**src/rtl/vmr_pkg.sv**
```systemverilog
package vmr_pkg;

  typedef enum logic [1:0] {
    PH_IDLE = 2'd0,
    PH_MAP  = 2'd1,
    PH_RED  = 2'd2
  } phase_e;

  // A legal vector length is a power of two between 1 and the maximum.
  function automatic logic vl_is_legal(input int v, input int maxv);
    return (v >= 1) && (v <= maxv) && ((v & (v - 1)) == 0);
  endfunction

  // Offset of the left (accumulating) element of a reduction pair.
  function automatic int red_left(input int pair, input int lvl);
    return pair << (lvl + 1);
  endfunction

  // Offset of the right (consumed) element of a reduction pair.
  function automatic int red_right(input int pair, input int lvl);
    return red_left(pair, lvl) + (1 << lvl);
  endfunction

endpackage

```
**src/rtl/vmr_regfile.sv**
```systemverilog
module vmr_regfile #(
  parameter int NREGS = 32,
  parameter int XLEN  = 32,
  parameter int NRD   = 3,
  localparam int AW   = $clog2(NREGS)
) (
  input  logic            clk,
  input  logic            we,
  input  logic [AW-1:0]   waddr,
  input  logic [XLEN-1:0] wdata,
  input  logic [AW-1:0]   raddr [NRD],
  output logic [XLEN-1:0] rdata [NRD]
);

  logic [XLEN-1:0] mem [NREGS];

  always_ff @(posedge clk) begin
    if (we) mem[waddr] <= wdata;
  end

  // Reads are combinational so each step sees every earlier write.
  for (genvar p = 0; p < NRD; p++) begin : g_rd
    assign rdata[p] = mem[raddr[p]];
  end

endmodule

```
**src/rtl/vmr_ctrl.sv**
```systemverilog
module vmr_ctrl
  import vmr_pkg::*;
#(
  parameter int AW    = 5,
  parameter int MAXVL = 8,
  localparam int VLW  = $clog2(MAXVL + 1),
  localparam int LVLN = $clog2(MAXVL) + 1,
  localparam int LVLW = (LVLN > 1) ? $clog2(LVLN) : 1
) (
  input  logic           clk,
  input  logic           rst_n,
  input  logic           start,
  input  logic [VLW-1:0] vl,
  input  logic [AW-1:0]  dst_base,
  input  logic [AW-1:0]  src1_base,
  input  logic [AW-1:0]  src2_base,
  output logic           busy,
  output logic           done,
  output logic           eng_we,
  output logic           in_red,
  output logic [AW-1:0]  eng_waddr,
  output logic [AW-1:0]  op_a_addr,
  output logic [AW-1:0]  op_b_addr,
  output logic [AW-1:0]  dst_q,
  output logic [VLW-1:0] vl_q
);

  phase_e          phase;
  logic [AW-1:0]   s1_q, s2_q;
  logic [VLW-1:0]  idx, pair;
  logic [LVLW-1:0] lvl;
  logic            done_q;

  logic            accept;
  logic            map_last, lvl_last, red_last;
  logic [VLW-1:0]  off_l, off_r;

  assign accept = start && (phase == PH_IDLE) && vl_is_legal(int'(vl), MAXVL);

  assign off_l    = VLW'(red_left(int'(pair), int'(lvl)));
  assign off_r    = VLW'(red_right(int'(pair), int'(lvl)));
  assign map_last = (idx == vl_q - VLW'(1));
  assign lvl_last = (pair == '0);
  assign red_last = lvl_last && ((VLW'(2) << lvl) == vl_q);

  always_comb begin
    op_a_addr = s1_q + AW'(idx);
    op_b_addr = s2_q + AW'(idx);
    eng_waddr = dst_q + AW'(idx);
    if (phase == PH_RED) begin
      op_a_addr = dst_q + AW'(off_l);
      op_b_addr = dst_q + AW'(off_r);
      eng_waddr = dst_q + AW'(off_l);
    end
  end

  always_ff @(posedge clk or negedge rst_n) begin
    if (!rst_n) begin
      phase  <= PH_IDLE;
      vl_q   <= VLW'(1);
      dst_q  <= '0;
      s1_q   <= '0;
      s2_q   <= '0;
      idx    <= '0;
      pair   <= '0;
      lvl    <= '0;
      done_q <= 1'b0;
    end else begin
      done_q <= 1'b0;
      case (phase)
        PH_IDLE: begin
          if (accept) begin
            phase <= PH_MAP;
            vl_q  <= vl;
            dst_q <= dst_base;
            s1_q  <= src1_base;
            s2_q  <= src2_base;
            idx   <= '0;
          end
        end
        PH_MAP: begin
          if (map_last) begin
            if (vl_q == VLW'(1)) begin
              phase  <= PH_IDLE;
              done_q <= 1'b1;
            end else begin
              phase <= PH_RED;
              lvl   <= '0;
              pair  <= (vl_q >> 1) - VLW'(1);
            end
          end else begin
            idx <= idx + VLW'(1);
          end
        end
        PH_RED: begin
          if (red_last) begin
            phase  <= PH_IDLE;
            done_q <= 1'b1;
          end else if (lvl_last) begin
            lvl  <= lvl + LVLW'(1);
            pair <= (vl_q >> (int'(lvl) + 2)) - VLW'(1);
          end else begin
            pair <= pair - VLW'(1);
          end
        end
        default: phase <= PH_IDLE;
      endcase
    end
  end

  assign busy   = (phase != PH_IDLE);
  assign eng_we = busy;
  assign in_red = (phase == PH_RED);
  assign done   = done_q;

endmodule

```
**src/rtl/vmr_seq.sv**
```systemverilog
module vmr_seq #(
  parameter int NREGS = 32,
  parameter int XLEN  = 32,
  parameter int MAXVL = 8,
  localparam int AW   = $clog2(NREGS),
  localparam int VLW  = $clog2(MAXVL + 1)
) (
  input  logic            clk,
  input  logic            rst_n,
  input  logic            start,
  input  logic [VLW-1:0]  vl,
  input  logic [AW-1:0]   dst_base,
  input  logic [AW-1:0]   src1_base,
  input  logic [AW-1:0]   src2_base,
  input  logic            host_we,
  input  logic [AW-1:0]   host_addr,
  input  logic [XLEN-1:0] host_wdata,
  output logic [XLEN-1:0] host_rdata,
  output logic            busy,
  output logic            done
);

  // Element operation: wrapping integer addition (associative).
  function automatic logic [XLEN-1:0] elem_op(input logic [XLEN-1:0] a,
                                              input logic [XLEN-1:0] b);
    return a + b;
  endfunction

  logic            eng_we, in_red;
  logic [AW-1:0]   eng_waddr, op_a_addr, op_b_addr, dst_q;
  logic [VLW-1:0]  vl_q;
  logic            host_wr_ok;
  logic            rf_we;
  logic [AW-1:0]   rf_waddr;
  logic [XLEN-1:0] rf_wdata;
  logic [AW-1:0]   rf_raddr [3];
  logic [XLEN-1:0] rf_rdata [3];

  vmr_ctrl #(.AW(AW), .MAXVL(MAXVL)) u_ctrl (
    .clk       (clk),
    .rst_n     (rst_n),
    .start     (start),
    .vl        (vl),
    .dst_base  (dst_base),
    .src1_base (src1_base),
    .src2_base (src2_base),
    .busy      (busy),
    .done      (done),
    .eng_we    (eng_we),
    .in_red    (in_red),
    .eng_waddr (eng_waddr),
    .op_a_addr (op_a_addr),
    .op_b_addr (op_b_addr),
    .dst_q     (dst_q),
    .vl_q      (vl_q)
  );

  // The engine owns the write port while it runs. Host writes then drop.
  assign host_wr_ok  = host_we && !busy;
  assign rf_we       = eng_we || host_wr_ok;
  assign rf_waddr    = eng_we ? eng_waddr : host_addr;
  assign rf_wdata    = eng_we ? elem_op(rf_rdata[0], rf_rdata[1]) : host_wdata;
  assign rf_raddr[0] = op_a_addr;
  assign rf_raddr[1] = op_b_addr;
  assign rf_raddr[2] = host_addr;

  vmr_regfile #(.NREGS(NREGS), .XLEN(XLEN), .NRD(3)) u_rf (
    .clk   (clk),
    .we    (rf_we),
    .waddr (rf_waddr),
    .wdata (rf_wdata),
    .raddr (rf_raddr),
    .rdata (rf_rdata)
  );

  assign host_rdata = rf_rdata[2];

endmodule

```
**config.mk**
```make
export PLATFORM = sky130hd
export DESIGN_NAME = vmr_seq
export DESIGN_NICKNAME = d
export VERILOG_FILES = /design/src/rtl/vmr_pkg.sv /design/src/rtl/vmr_regfile.sv /design/src/rtl/vmr_ctrl.sv /design/src/rtl/vmr_seq.sv
export SDC_FILE = /design/constraint.sdc
export NUM_CORES = 2
export LEC_CHECK = 0
export BUFFER_PORTS_ARGS = -buffer_cell sky130_fd_sc_hd__buf_4
export CORE_MARGIN = 2
export CORE_UTILIZATION = 28
export DETAILED_ROUTE_END_ITERATION = 6
export PLACE_DENSITY = 0.47
export SLEW_MARGIN = 20
export SYNTH_ARGS = -nofsm -noshare
export SYNTH_HDL_FRONTEND = slang
export SYNTH_SLANG_ARGS = --single-unit
```
**constraint.sdc**
```tcl
create_clock -name clk -period 15 [get_ports clk]
set_input_delay 2.25 -clock clk [delete_from_list [all_inputs] [get_ports clk]]
set_output_delay 2.25 -clock clk [all_outputs]
set_load 0.01 [all_outputs]
```
== Yosys cells after proc, flatten, opt, wreduce, memory -nomap -nowiden ==
Memory sizes are Yosys's and may differ from the RTL's.
Cells that the tools add are included.

* Register bits: 32
* Memory bits (writable): 1024
* Output and inout bits: 34
* Memories kept: 1

{| class="wikitable"
|+ Memories
! memory !! words !! bits a word !! rd ports !! clocked after Yosys merged registers in !! write ports !! line !! RTL
|-
| u_rf.mem || 32 || 32 || 3 || 0 || 1 || vmr_regfile.sv:15 || <nowiki>logic [XLEN-1:0] mem [NREGS];</nowiki>
|}

* Add/sub/neg operators: 16
* Magnitude comparators: 2
* Eq/ne operators: 12
* Shifts and indexed selects: 4
* Muxes and demuxes: 29
* Bitwise gates (word level): 1
* Reduce and logical (&&, ||, !) cells: 19

{| class="wikitable"
|+ Operators with widths
! kind !! count
|-
| $add 32x32->32 || 1
|-
| $and 5x32->32 || 1
|-
| $logic_not 32->1 || 1
|-
| $mux 32 || 1
|-
| $shl 4x32->4 || 1
|-
| $shr 4x32->4 || 1
|-
| $add 5x4->5 || 5
|-
| $mux 4 || 6
|-
| $mux 5 || 4
|-
| $mux 2 || 8
|-
| $pmux 4 s2 || 2
|-
| $sub 4x1->4 const B || 3
|-
| $eq 4x4->1 || 2
|-
| $ne 2x1->1 const B || 4
|-
| $logic_and 1x1->1 || 6
|-
| $ne 2x2->1 const B || 3
|-
| $pmux 2 s3 || 1
|-
| $reduce_and 3->1 || 2
|-
| $reduce_bool 2->1 || 3
|-
| $mux 1 || 5
|-
| $reduce_and 5->1 || 1
|-
| $sub 4x1->5 const B || 1
|-
| $add 4x1->4 const B || 1
|-
| $add 4x4->4 || 1
|-
| 19 further kinds || 19
|}

== Longest topological paths before layout ==
An unclocked memory read counts as a cell.

* Word-level depth: 8
* Gate-level depth with buffers: 30
* Gate-level depth less buffers: 27

== Hierarchy ==
Synthesis repeated with hierarchy kept, for this count alone.

* Cell total of the unflattened synthesis: 5158
* Area, all modules: 62835.3 um^2

{| class="wikitable"
|+ By module, submodules not included
! module !! instances !! cells an instance !! area each (um^2)
|-
| vmr_regfile || 1 || 4544 || 57681.6
|-
| vmr_ctrl || 1 || 310 || 2916.5
|-
| vmr_seq || 1 || 304 || 2237.1
|}

== Worst setup path before layout ==
OpenSTA, ideal clock, no wires.

* Path kind: flip-flop to flip-flop
* From: reg u_ctrl.lvl[0]
* To: mem u_rf.mem[0][18], data pin
* Setup time: 0.615 ns
* Data arrival time: 8.624 ns
* Slack: 5.760 ns
* Cell stages (with the launch flop): 26
* Period minus slack after synthesis: 9.240 ns
* Cell sequence: dfrtp_1 -> clkbuf_1 -> inv_1 -> ha_1 -> or3_1 -> inv_1 -> fa_1 -> fa_1 -> mux2i_1 -> buf_2 -> buf_2 -> buf_1 -> mux4_2 -> mux2_2 -> o211ai_1 -> o21ai_0 -> ha_1 -> fa_1 -> a21o_1 -> a21oi_1 -> o21ai_1 -> a32o_1 -> a41o_1 -> a21oi_1 -> o21ai_0 -> o311ai_0

* Cells in the longest elaborated chain, start to end: 8

{| class="wikitable"
|+ Ends and longest elaborated chain
! element !! line !! RTL
|-
| from (decl) || vmr_ctrl.sv:31 || <nowiki>logic [LVLW-1:0] lvl;</nowiki>
|-
| from (signal assigned) || vmr_ctrl.sv:100 || <nowiki>lvl <= lvl + LVLW'(1);</nowiki>
|-
| $add 2x1->3 || vmr_pkg.sv:16 || <nowiki>return pair << (lvl + 1);</nowiki>
|-
| $shl 4x32->4 || vmr_pkg.sv:16 ||
|-
| $add 4x4->4 || vmr_pkg.sv:21 || <nowiki>return red_left(pair, lvl) + (1 << lvl);</nowiki>
|-
| $add 5x4->5 || vmr_ctrl.sv:52 || <nowiki>op_b_addr = dst_q + AW'(off_r);</nowiki>
|-
| $mux 5 || vmr_ctrl.sv:50 || <nowiki>if (phase == PH_RED) begin</nowiki>
|-
| $mem_v2 32x32 * || -- ||
|-
| $add 32x32->32 * || vmr_seq.sv:26 || <nowiki>return a + b;</nowiki>
|-
| $mux 32 * || vmr_seq.sv:62 || <nowiki>assign rf_wdata = eng_we ? elem_op(rf_rdata[0], rf_rdata[1]) : host_wdata;</nowiki>
|-
| via rf_wdata[18] || vmr_seq.sv:35 || <nowiki>logic [XLEN-1:0] rf_wdata;</nowiki>
|-
| to (decl) || vmr_regfile.sv:15 ||
|}

Mark *: on every way through the listed nets, which the timed path passes. The rest lies on a longest branch.

== Worst setup path in the final report ==
* From: reg u_ctrl.lvl[0]
* To: mem u_rf.mem[13][30], data pin

The elaborated chain is that of the path after synthesis.

==> flow_summary.ini <==
[grt]
gr-usage-all-layers = 0.191
grt.overflow.total = 0
grt_max_degree = 127
grt_pass1_vias = 36500
grt_first_pass_wirelength_microns = 295000
antenna_found_initial = 9

[logic_synthesis]
synthTopCellsByArea = edfxtp_1 (51%), mux4_2 (31%), mux2_2 (3.4%)
synth_edf_count = 1024
avgSynthCellArea_sq_um = 18.1
synth_area_sq_um = 60000
synth_seq_cells = 1056
yosys_warnings = 0
netlist_instances = 3316
synthDominantCellAreaShare = 0.512
ys_seq_area_frac = 0.526
synth_flop_cell = edfxtp_1
synth_top_cell_by_area = edfxtp_1
async_reset_ff_frac = 0.0303
mappedNetlistNets = 3448
ys_types = 59

[die]
ioPinCount = 94
dieArea_sq_um = 218000
start_util = 0.282
die_w_microns = 467
die_h_microns = 467
row_count = 169
core_sq_um = 213000

[timing]
rsz0062_at_grt = false
hold_violations = 0
post-route-min-period_ns = 9.39
worst_slew_pin_slew_ns = 1.20
post-route-period-util = 0.626
finClkSkew_ns = 0.0865
setup-tns-final_ns = 0
slew_violations = 0
fmax_mhz = 106
finalSetupViolCount = 0
slew_headroom = 0.201

[placement]
dp_cells = 6058
port_buffers = 93
place_congestion = 0.777
dpl-instance-area_sq_um = 64500
dp_hpwl_microns = 116000

[clock_tree]
cts_buffers = 120
cts_sinks = 1056
cts_tree = yes
htreeDepth = 3
clkLatencyLatePin_ns = 0.79
clockBufferDepth = 3
cts_resized = 0
post_cts_buffers = 0
cts_hold_buf = 0
clk_pin_slew_worst_paths_ns = 0.06
cts_root_buf = clkbuf_16

[critical_path]
arrival_ns = 9.88
worstSetupStartpointType = flip-flop
worstRegToRegCells = 24
crit_type = flip-flop to flip-flop
critPathMaxFanout = 106
crit_required_ns = 15.49
end_kind = flip-flop

[status]
status = completed

[layout]
n_antenna_cell = 0
register_area_sq_um = 31600
area_delta_synth_final_pct = 14.0
final_nets = 3491
final_core_util = 0.322
fin_cells = 6282
drive_above_1_share = 0.416
num-fill-cells = 20400
multi_input_area_sq_um = 27700
final_area_sq_um = 68400

[route]
viasPerCell = 5.83
wl_per_cell_microns = 33.7
drc_errors = 0
routed_wl_microns = 211000
vias = 36600
final_antenna_net_count = 0
wl_met2_microns = 97100
dr.pass1.iters = 5
wl_met1_microns = 91700
drt_iter0_drc = 4254
met3WireLength_microns = 17500
routed.top_layer = met5

[min_path]
min_path_type = flip-flop to flip-flop
min_delay_path_depth = 2

[flow_run]
cap_viol_max_count = 0
==> worst max-delay path: stages, from the launching register on <==
cell,delay [ns]
dfrtp_1,0.53
inv_1,0.18
ha_1,0.41
or3_1,0.44
inv_1,0.14
fa_1,0.47
fa_1,0.49
mux2i_4,0.18
buf_12,0.60
buf_12,0.63
buf_4,0.77
mux4_2,0.41
mux2_2,0.27
o211ai_1,0.15
o21ai_0,0.16
ha_1,0.38
a21o_1,0.12
a21o_1,0.10
a21o_1,0.10
a32o_1,0.40
a41oi_1,0.45
o31ai_1,0.67
a21oi_1,0.16
xor2_1,0.20
o21ai_4,0.59
==> cell families after synthesis <==
kind of cell / share of synthesized area
muxes: 0.371
DFF: 0.526
AOI/OAI and AO/OA: 0.0370
and+or+nand+nor: 0.0220
buffers and inverters: 0.0209
adders and majority gates: 0.0159
xor gates and xnor gates: 0.00796
==> layer usage <==
layer,up-vias,global-route usage
met5,-,0
met4,4,0.0444
met3,287,0.0399
met2,1830,0.296
met1,20100,0.274
li1,14400,-
==> layout make-up <==
cell class                 instances  share of cell area
timing repair buffer             195              0.0244
multi-input combinational       1964               0.405
clock inverter                    82              0.0110
sequential                      1056               0.461
inverter                          22             0.00121
tap                             2821              0.0516
clock buffer                     142              0.0457
==> flip-flops by register name, summed over array words and instances, names as in the netlist <==
name and count:
u_ctrl.vl_q 4, u_ctrl.lvl 2, u_ctrl.pair 4, u_rf.mem 1024
u_ctrl.s2_q 5, u_ctrl.dst_q 5, u_ctrl.done 1, u_ctrl.phase 2
u_ctrl.idx 4, u_ctrl.s1_q 5
==> cell usage after synthesis, types with 2 or more instances <==
cell type	count
nor4_1	2
a211oi_1	8
o21ai_0	178
o21a_1	4
or3_1	4
fa_1	7
o211ai_1	63
xor2_1	34
and3_1	5
and2_1	6
nand4_1	3
or4_1	2
nand3_1	15
a21oi_1	38
o21ai_1	3
nand2b_1	5
nor3_1	5
dfrtp_1	31
nor2_1	61
buf_4	5
a221oi_1	4
buf_1	51
edfxtp_1	1024
buf_2	93
ha_1	65
mux2i_1	148
nand2_1	195
o21bai_1	7
mux4_2	832
inv_1	21
nand3b_1	3
a21o_1	32
clkbuf_1	124
o31ai_1	7
mux2_2	179
xnor2_1	18
a31oi_1	3
a41oi_1	2
o311ai_0	3
nor2b_1	7
==> per-stage QoR <==
step / worst slack [ns] / hold slack, ns
6_report: 5.61 / 0.509
5_1_grt: 5.12 / 0.553
4_1_cts: 5.15 / 0.515
3_5_place_dp: 5.12 / 0.503
3_3_place_gp: 5.01 / 0.503
2_1_floorplan: 5.76 / 0.475
==> placed cells by master, fill, tap and decap left out, types with 19 or more instances in the layout <==
master        n
o21ai_0     154
mux4_2      832
xor2_1       34
mux2i_1     144
nor2_4       32
edfxtp_1   1024
o211ai_1     63
a21o_1       32
clkbuf_1     20
clkinv_1     37
ha_1         63
a21oi_1      36
mux2_2      179
clkinv_2     19
clkbuf_16   122
dfrtp_1      31
buf_4       176
inv_1        21
nand2_1     195
nor2_1       29
==> path summary, 6_finish.rpt <==
| kind | slack [ns] | start | end |
|---|---|---|---|
| worst max-delay path | 5.61 | u_ctrl.lvl[0]$_DFFE_PN0P_ | u_rf.mem[13][30]$_DFFE_PP_ |
| worst min-delay path | 0.51 | u_ctrl.phase[0]$_DFFE_PN0P_ | u_ctrl.phase[0]$_DFFE_PN0P_ |
| worst max register to register | 5.61 | u_ctrl.lvl[0]$_DFFE_PN0P_ | u_rf.mem[13][30]$_DFFE_PP_ |
| worst min register to register | 0.51 | u_ctrl.phase[0]$_DFFE_PN0P_ | u_ctrl.phase[0]$_DFFE_PN0P_ |
| max in group asynchronous | 13.18 | rst_n | u_ctrl.vl_q[0]$_DFFE_PN1P_ |
| min in group asynchronous | 1.47 | rst_n | u_ctrl.s2_q[4]$_DFFE_PN0P_ |
Power is left out: the tool's default activity adds up to more than one toggle a clock period on the data nets, which glitch-free logic cannot reach.
